<file path="config.mk">
export PLATFORM = sky130hd
export DESIGN_NAME = csa_tree_sum
export DESIGN_NICKNAME = d
export VERILOG_FILES = /design/src/rtl/csa_tree_pkg.sv /design/src/rtl/csa_compressor.sv /design/src/rtl/csa_level.sv /design/src/rtl/csa_final_add.sv /design/src/rtl/csa_tree_sum.sv
export SDC_FILE = /design/constraint.sdc
export NUM_CORES = 1
export LEC_CHECK = 0
export ABC_AREA = 1
export BUFFER_PORTS_ARGS = -buffer_cell sky130_fd_sc_hd__buf_2
export CORE_MARGIN = 3
export CORE_UTILIZATION = 41
export CTS_CLUSTER_SIZE = 12
export DETAILED_ROUTE_END_ITERATION = 7
export GPL_TIMING_DRIVEN = 0
export MAX_ROUTING_LAYER = met4
export PLACE_DENSITY = 0.7
export SETUP_SLACK_MARGIN = 0.02
export SYNTH_ARGS = -nofsm -noshare
export SYNTH_HDL_FRONTEND = slang
export SYNTH_SLANG_ARGS = --single-unit
export TNS_END_PERCENT = 30
</file>
<file path="constraint.sdc">
create_clock -name clk -period 2.4 [get_ports clk]
set_input_delay 0.12 -clock clk [delete_from_list [all_inputs] [get_ports clk]]
set_output_delay 0.12 -clock clk [all_outputs]
set_load 0.05 [all_outputs]
</file>
<file path="src/rtl/csa_tree_pkg.sv">
`timescale 1ns/1ps
package csa_tree_pkg;

  // operands left after one 3:2 level
  function automatic int next_count(input int n);
    return 2 * (n / 3) + (n % 3);
  endfunction

  // number of compression levels until at most two operands remain
  function automatic int level_total(input int n);
    int m;
    int k;
    m = n;
    k = 0;
    while (m > 2) begin
      m = next_count(m);
      k++;
    end
    return k;
  endfunction

  // operand count after lvl levels
  function automatic int count_at(input int n, input int lvl);
    int m;
    m = n;
    for (int i = 0; i < lvl; i++) m = next_count(m);
    return m;
  endfunction

endpackage

</file>
<file path="src/rtl/csa_compressor.sv">
`timescale 1ns/1ps
module csa_compressor #(
  parameter int WIDTH = 12
) (
  input  logic [WIDTH-1:0] a,
  input  logic [WIDTH-1:0] b,
  input  logic [WIDTH-1:0] c,
  output logic [WIDTH-1:0] s,
  output logic [WIDTH-1:0] cy
);

  assign s  = a ^ b ^ c;
  assign cy = (a & b) | (a & c) | (b & c);

  // bitwise outputs keep the arithmetic total
  logic [WIDTH-1:0] lhs_chk;
  logic [WIDTH-1:0] rhs_chk;
  always_comb begin
    lhs_chk = s + {cy[WIDTH-2:0], 1'b0};
    rhs_chk = a + b + c;
    assert_compress_total_R2: assert (lhs_chk == rhs_chk)
      else $error("compressor total mismatch");
  end

endmodule

</file>
<file path="src/rtl/csa_level.sv">
`timescale 1ns/1ps
module csa_level
  import csa_tree_pkg::*;
#(
  parameter int WIDTH = 12,
  parameter int N_IN  = 16,
  localparam int N_OUT  = next_count(N_IN),
  localparam int GROUPS = N_IN / 3,
  localparam int SPARE  = N_IN % 3
) (
  input  logic                   clk,
  input  logic                   rst_n,
  input  logic [N_IN*WIDTH-1:0]  din,
  input  logic                   vin,
  output logic [N_OUT*WIDTH-1:0] dout,
  output logic                   vout
);

  logic [WIDTH-1:0] nxt   [N_OUT];
  logic [WIDTH-1:0] held  [N_OUT];

  for (genvar g = 0; g < GROUPS; g++) begin : grp_g
    logic [WIDTH-1:0] s_w;
    logic [WIDTH-1:0] c_w;
    csa_compressor #(.WIDTH(WIDTH)) u_cmp (
      .a  (din[(3*g)*WIDTH   +: WIDTH]),
      .b  (din[(3*g+1)*WIDTH +: WIDTH]),
      .c  (din[(3*g+2)*WIDTH +: WIDTH]),
      .s  (s_w),
      .cy (c_w)
    );
    assign nxt[2*g]   = s_w;
    assign nxt[2*g+1] = {c_w[WIDTH-2:0], 1'b0};
  end

  for (genvar r = 0; r < SPARE; r++) begin : spare_g
    assign nxt[2*GROUPS+r] = din[(3*GROUPS+r)*WIDTH +: WIDTH];
  end

  always_ff @(posedge clk) begin
    if (!rst_n) begin
      vout <= 1'b0;
      for (int i = 0; i < N_OUT; i++) held[i] <= '0;
    end else begin
      vout <= vin;
      if (vin) begin
        for (int i = 0; i < N_OUT; i++) held[i] <= nxt[i];
      end
    end
  end

  for (genvar o = 0; o < N_OUT; o++) begin : out_g
    assign dout[o*WIDTH +: WIDTH] = held[o];
  end

  // the registered level carries the captured total forward
  logic [WIDTH-1:0] in_total;
  logic [WIDTH-1:0] out_total;
  always_comb begin
    in_total = '0;
    for (int i = 0; i < N_IN; i++) in_total = in_total + din[i*WIDTH +: WIDTH];
    out_total = '0;
    for (int i = 0; i < N_OUT; i++) out_total = out_total + held[i];
  end

  assert_level_total_R3: assert property (@(posedge clk) disable iff (!rst_n)
    vin |=> (out_total == $past(in_total)))
    else $error("level total not preserved");

endmodule

</file>
<file path="src/rtl/csa_final_add.sv">
`timescale 1ns/1ps
module csa_final_add #(
  parameter int WIDTH = 12,
  parameter int N_IN  = 2
) (
  input  logic                  clk,
  input  logic                  rst_n,
  input  logic [N_IN*WIDTH-1:0] din,
  input  logic                  vin,
  output logic [WIDTH-1:0]      sum,
  output logic                  vout
);

  logic [WIDTH-1:0] total_w;

  if (N_IN == 2) begin : two_g
    assign total_w = din[WIDTH-1:0] + din[2*WIDTH-1:WIDTH];
  end else begin : one_g
    assign total_w = din[WIDTH-1:0];
  end

  always_ff @(posedge clk) begin
    if (!rst_n) begin
      sum  <= '0;
      vout <= 1'b0;
    end else begin
      vout <= vin;
      if (vin) sum <= total_w;
    end
  end

  // a cycle without a flagged set leaves the result untouched
  assert_hold_idle_R7: assert property (@(posedge clk) disable iff (!rst_n)
    !vin |=> $stable(sum))
    else $error("result changed without valid");

endmodule

</file>
<file path="src/rtl/csa_tree_sum.sv">
`timescale 1ns/1ps
module csa_tree_sum
  import csa_tree_pkg::*;
#(
  parameter int NUM_OPS = 16,
  parameter int OP_W    = 8,
  localparam int SUM_W    = OP_W + $clog2(NUM_OPS),
  localparam int LEVELS   = level_total(NUM_OPS),
  localparam int LAST_CNT = count_at(NUM_OPS, LEVELS),
  localparam int LATENCY  = LEVELS + 1
) (
  input  logic                    clk,
  input  logic                    rst_n,
  input  logic                    in_valid,
  input  logic [NUM_OPS*OP_W-1:0] in_ops,
  output logic                    sum_valid,
  output logic [SUM_W-1:0]        sum_out
);

  // sign-extend every operand to the full result width
  logic [NUM_OPS*SUM_W-1:0] stage0;
  for (genvar i = 0; i < NUM_OPS; i++) begin : ext_g
    assign stage0[i*SUM_W +: SUM_W] =
      {{(SUM_W-OP_W){in_ops[i*OP_W+OP_W-1]}}, in_ops[i*OP_W +: OP_W]};
  end

  for (genvar k = 0; k < LEVELS; k++) begin : lvl_g
    localparam int CNT_IN  = count_at(NUM_OPS, k);
    localparam int CNT_OUT = count_at(NUM_OPS, k + 1);
    logic [CNT_IN*SUM_W-1:0]  d_in;
    logic                     v_in;
    logic [CNT_OUT*SUM_W-1:0] q;
    logic                     v;
    if (k == 0) begin : head_g
      assign d_in = stage0;
      assign v_in = in_valid;
    end else begin : link_g
      assign d_in = lvl_g[k-1].q;
      assign v_in = lvl_g[k-1].v;
    end
    csa_level #(.WIDTH(SUM_W), .N_IN(CNT_IN)) u_level (
      .clk  (clk),
      .rst_n(rst_n),
      .din  (d_in),
      .vin  (v_in),
      .dout (q),
      .vout (v)
    );
  end

  logic [LAST_CNT*SUM_W-1:0] last_d;
  logic                      last_v;
  if (LEVELS == 0) begin : direct_g
    assign last_d = stage0;
    assign last_v = in_valid;
  end else begin : tail_g
    assign last_d = lvl_g[LEVELS-1].q;
    assign last_v = lvl_g[LEVELS-1].v;
  end

  csa_final_add #(.WIDTH(SUM_W), .N_IN(LAST_CNT)) u_final (
    .clk  (clk),
    .rst_n(rst_n),
    .din  (last_d),
    .vin  (last_v),
    .sum  (sum_out),
    .vout (sum_valid)
  );

  // flagged results never outnumber accepted sets nor lag beyond the pipe
  localparam int PW = $clog2(LATENCY + 2) + 1;
  logic [PW-1:0] pending;
  always_ff @(posedge clk) begin
    if (!rst_n) pending <= '0;
    else        pending <= pending + PW'(in_valid) - PW'(sum_valid);
  end

  assert_pending_bound_R5: assert property (@(posedge clk) disable iff (!rst_n)
    pending <= PW'(LATENCY))
    else $error("more sets in flight than pipeline depth");

  assert_no_orphan_result_R5: assert property (@(posedge clk) disable iff (!rst_n)
    sum_valid |-> (pending != '0))
    else $error("result flagged without an accepted set");

endmodule

</file>
==> impl_metrics.json <==
{
  "final_cell_count_no_fill": 1980,
  "grt-ovfl-total": 0,
  "power_frac_clock_pct": 39.1,
  "synthFlopType": "edfxtp_1",
  "core_area_um2": 36870,
  "seqCellArea_um2": 9689,
  "tightest_slew_ps": 1247,
  "diodes": 0,
  "yosysSeqAreaShare_pct": 62.67,
  "cp.arrival_ps": 2180,
  "antenna_found_initial": 0,
  "synth_edf_count": 310,
  "crit_path_end_kind": "flip-flop",
  "cts_setup_buffers": 0,
  "finalSetupTns_ps": 0,
  "synth-seq-cells": 329,
  "fin_area_um2": 17980,
  "fill_cells": 3212,
  "p_int_mw": 9.923,
  "report.power.total_mw": 12.83,
  "grt_max_degree": 71,
  "synth_top_area_share_pct": 60.21,
  "cts_tree": "built",
  "power.share.sequential_pct": 53.0,
  "vias": 8459,
  "drc": 0,
  "synth_common_cells": "inv_1 (338), nor2_1 (311), edfxtp_1 (310)",
  "rows": 70,
  "multi_input_area_um2": 4333,
  "syn-cell-area_um2": 15460,
  "dieArea_um2": 40070,
  "p_switching_mw": 2.903,
  "syn_inst": 1265,
  "htree_levels": 2,
  "power_frac_comb_pct": 7.9,
  "period_share_pct": 73.92,
  "gr-usage-all-layers_pct": 13.81,
  "ys_types": 24,
  "slew-limit-headroom_pct": 16.88,
  "p_sw_share_pct": 22.64,
  "cts.clk_slew.worst_paths_ps": 60,
  "first_pass_iters": 5,
  "critical_path_peak_fanout": 3,
  "hold-worst-slack_ps": 48.93,
  "fin_nets": 1721,
  "hp-class": "in2reg",
  "wl_per_cell_um": 13.39,
  "cp.required_ps": 2810,
  "clkSinkCount": 329,
  "port_buffers": 142,
  "start_util_pct": 41.93,
  "ant_nets": 0,
  "final-hold-violation-count": 0,
  "die_h_um": 200.2,
  "critPathKind": "reg2reg",
  "start_kind": "flip-flop",
  "setup_viol": 0,
  "avgSynthCellArea_um2": 12.22,
  "ys_async_sr_fraction_pct": 0,
  "die_w_um": 200.2,
  "status": "finished clean",
  "clock_latency_ps": 520,
  "synthesis.nets": 1533,
  "synth_area_leaders": "edfxtp_1 (60%), fa_1 (16%), inv_1 (8.2%)",
  "fin_skew_ps": 13.37,
  "power.density_nw_per_um2": 713.5,
  "clk_path_buf_depth": 3,
  "yosysMostFrequentCell": "inv_1",
  "synth_area_leader_cell": "edfxtp_1",
  "drive_gt1_share_pct": 15.45,
  "drt_wl_total_um": 26510,
  "period_needed_ps": 1774,
  "finalMaxSlewViolations": 0,
  "syn2layout_area_growth_pct": 16.28,
  "rsz0062_at_grt": "no",
  "ios": 144,
  "cts_resized": 0,
  "first_iter_violations": 518,
  "p_leak_nw": 8.169,
  "ys_warn_count": 0,
  "placed_cell_area_um2": 16830,
  "cts_root_buf": "clkbuf_16",
  "irDropWorstVdd_mv": 0.3765,
  "dp_hpwl_um": 19410,
  "via_per_inst": 4.272,
  "drv_cap": 0,
  "max_freq_mhz": 563.7,
  "grt_first_pass_wirelength_um": 44140,
  "first_global_vias": 9053,
  "cts_buffers": 35,
  "place_inst": 1912,
  "gp_congestion": 0.8278
}
-- state kept, by name (all words and copies together) (netlist names) --
register / count
lvl_g.u_level.vout: 6
lvl_g.u_level.held: 310
u_final.vout: 1
u_final.sum: 12
-- logic make-up after synthesis --
group,share of synthesized area [%]
xor gates and xnor gates,0.3399
adders and majority gates,16.91
buffers and inverters,9.332
and+or+nand+nor,10.08
AOI/OAI and AO/OA,0.6556
DFF,62.67
-- final cells by class --
| cell class | count | share of cell area, % |
|---|---|---|
| buffer | 35 | 0.9675 |
| clock inverter | 9 | 0.5916 |
| inverter | 338 | 7.058 |
| sequential | 329 | 53.90 |
| tap | 504 | 3.508 |
| multi-input combinational | 563 | 24.10 |
| timing repair buffer | 151 | 4.552 |
| clock buffer | 51 | 5.318 |
-- critical path, cell delays in order (launching register included) --
cell	delay (ps)
edfxtp_1	330
ha_1	200
inv_1	70
fa_1	410
inv_1	120
nand3_1	70
nand2_1	120
nand2_1	80
nand3_1	90
nand3_1	90
nand2_1	60
inv_1	40
-- power by group through the flow --
stage / sequential [mW] / clock [mW] / combinational [mW]
final: 6.80 / 5.01 / 1.02
after global routing: 6.83 / 5.34 / 1.20
after CTS: 6.80 / 5.12 / 1.04
after detailed placement: 6.92 / 0 / 1.01
after global placement: 6.91 / 0 / 0.968
after floorplan: 6.88 / 0 / 0.626
-- timing repair --
| action | in CTS | in global routing |
|---|---|---|
| setup endpoints to repair | 0 | 0 |
| hold endpoints to repair | 8 | 0 |
| hold buffers | 8 | 0 |
-- stage by stage --
step	util, %	setup WS [ps]
floorplan	-	339.0
global placement	45.57	-300.1
detailed placement	45.65	205.3
CTS	48.75	619.1
global route	48.75	438.0
finish	48.75	626.0
-- layout by cell type, fill, tap and decap left out, types with 3 or more instances in the layout --
cell type / count
inv_1: 338
nor2_1: 311
edfxtp_1: 310
buf_2: 173
fa_1: 120
nand2_1: 64
clkbuf_16: 35
dfxtp_1: 19
ha_1: 17
clkbuf_1: 15
nand3_1: 12
a21oi_1: 9
dlygate4sd3_1: 8
or2_2: 6
o21ai_0: 6
xnor2_1: 4
or2_4: 3
nand4_1: 3
clkinv_1: 3
-- worst paths after layout --
| path | slack [ps] | end | start | cells after the start |
|---|---|---|---|---|
| setup / recovery | 630 | u_final.sum[10] | lvl_g[5].u_level.held[0][14] | 11 |
| hold / removal | 50 | lvl_g[0].u_level.held[0][52] | in_ops[68] | 4 |
| setup reg to reg | 630 | u_final.sum[10] | lvl_g[5].u_level.held[0][14] | 11 |
| hold reg to reg | 500 | lvl_g[1].u_level.held[1][46] | lvl_g[0].u_level.held[0][130] | 2 |
-- routing by layer --
metal  global-route usage (%)  up-vias  wire length, um
li1                         -     4210                -
met3                    2.243       43             1199
met1                    16.34     3996            10830
met5                        -        -                0
met2                    24.50      210            13900
met4                    3.942        0              573
No activity file was read; power rests on OpenSTA's default activity.
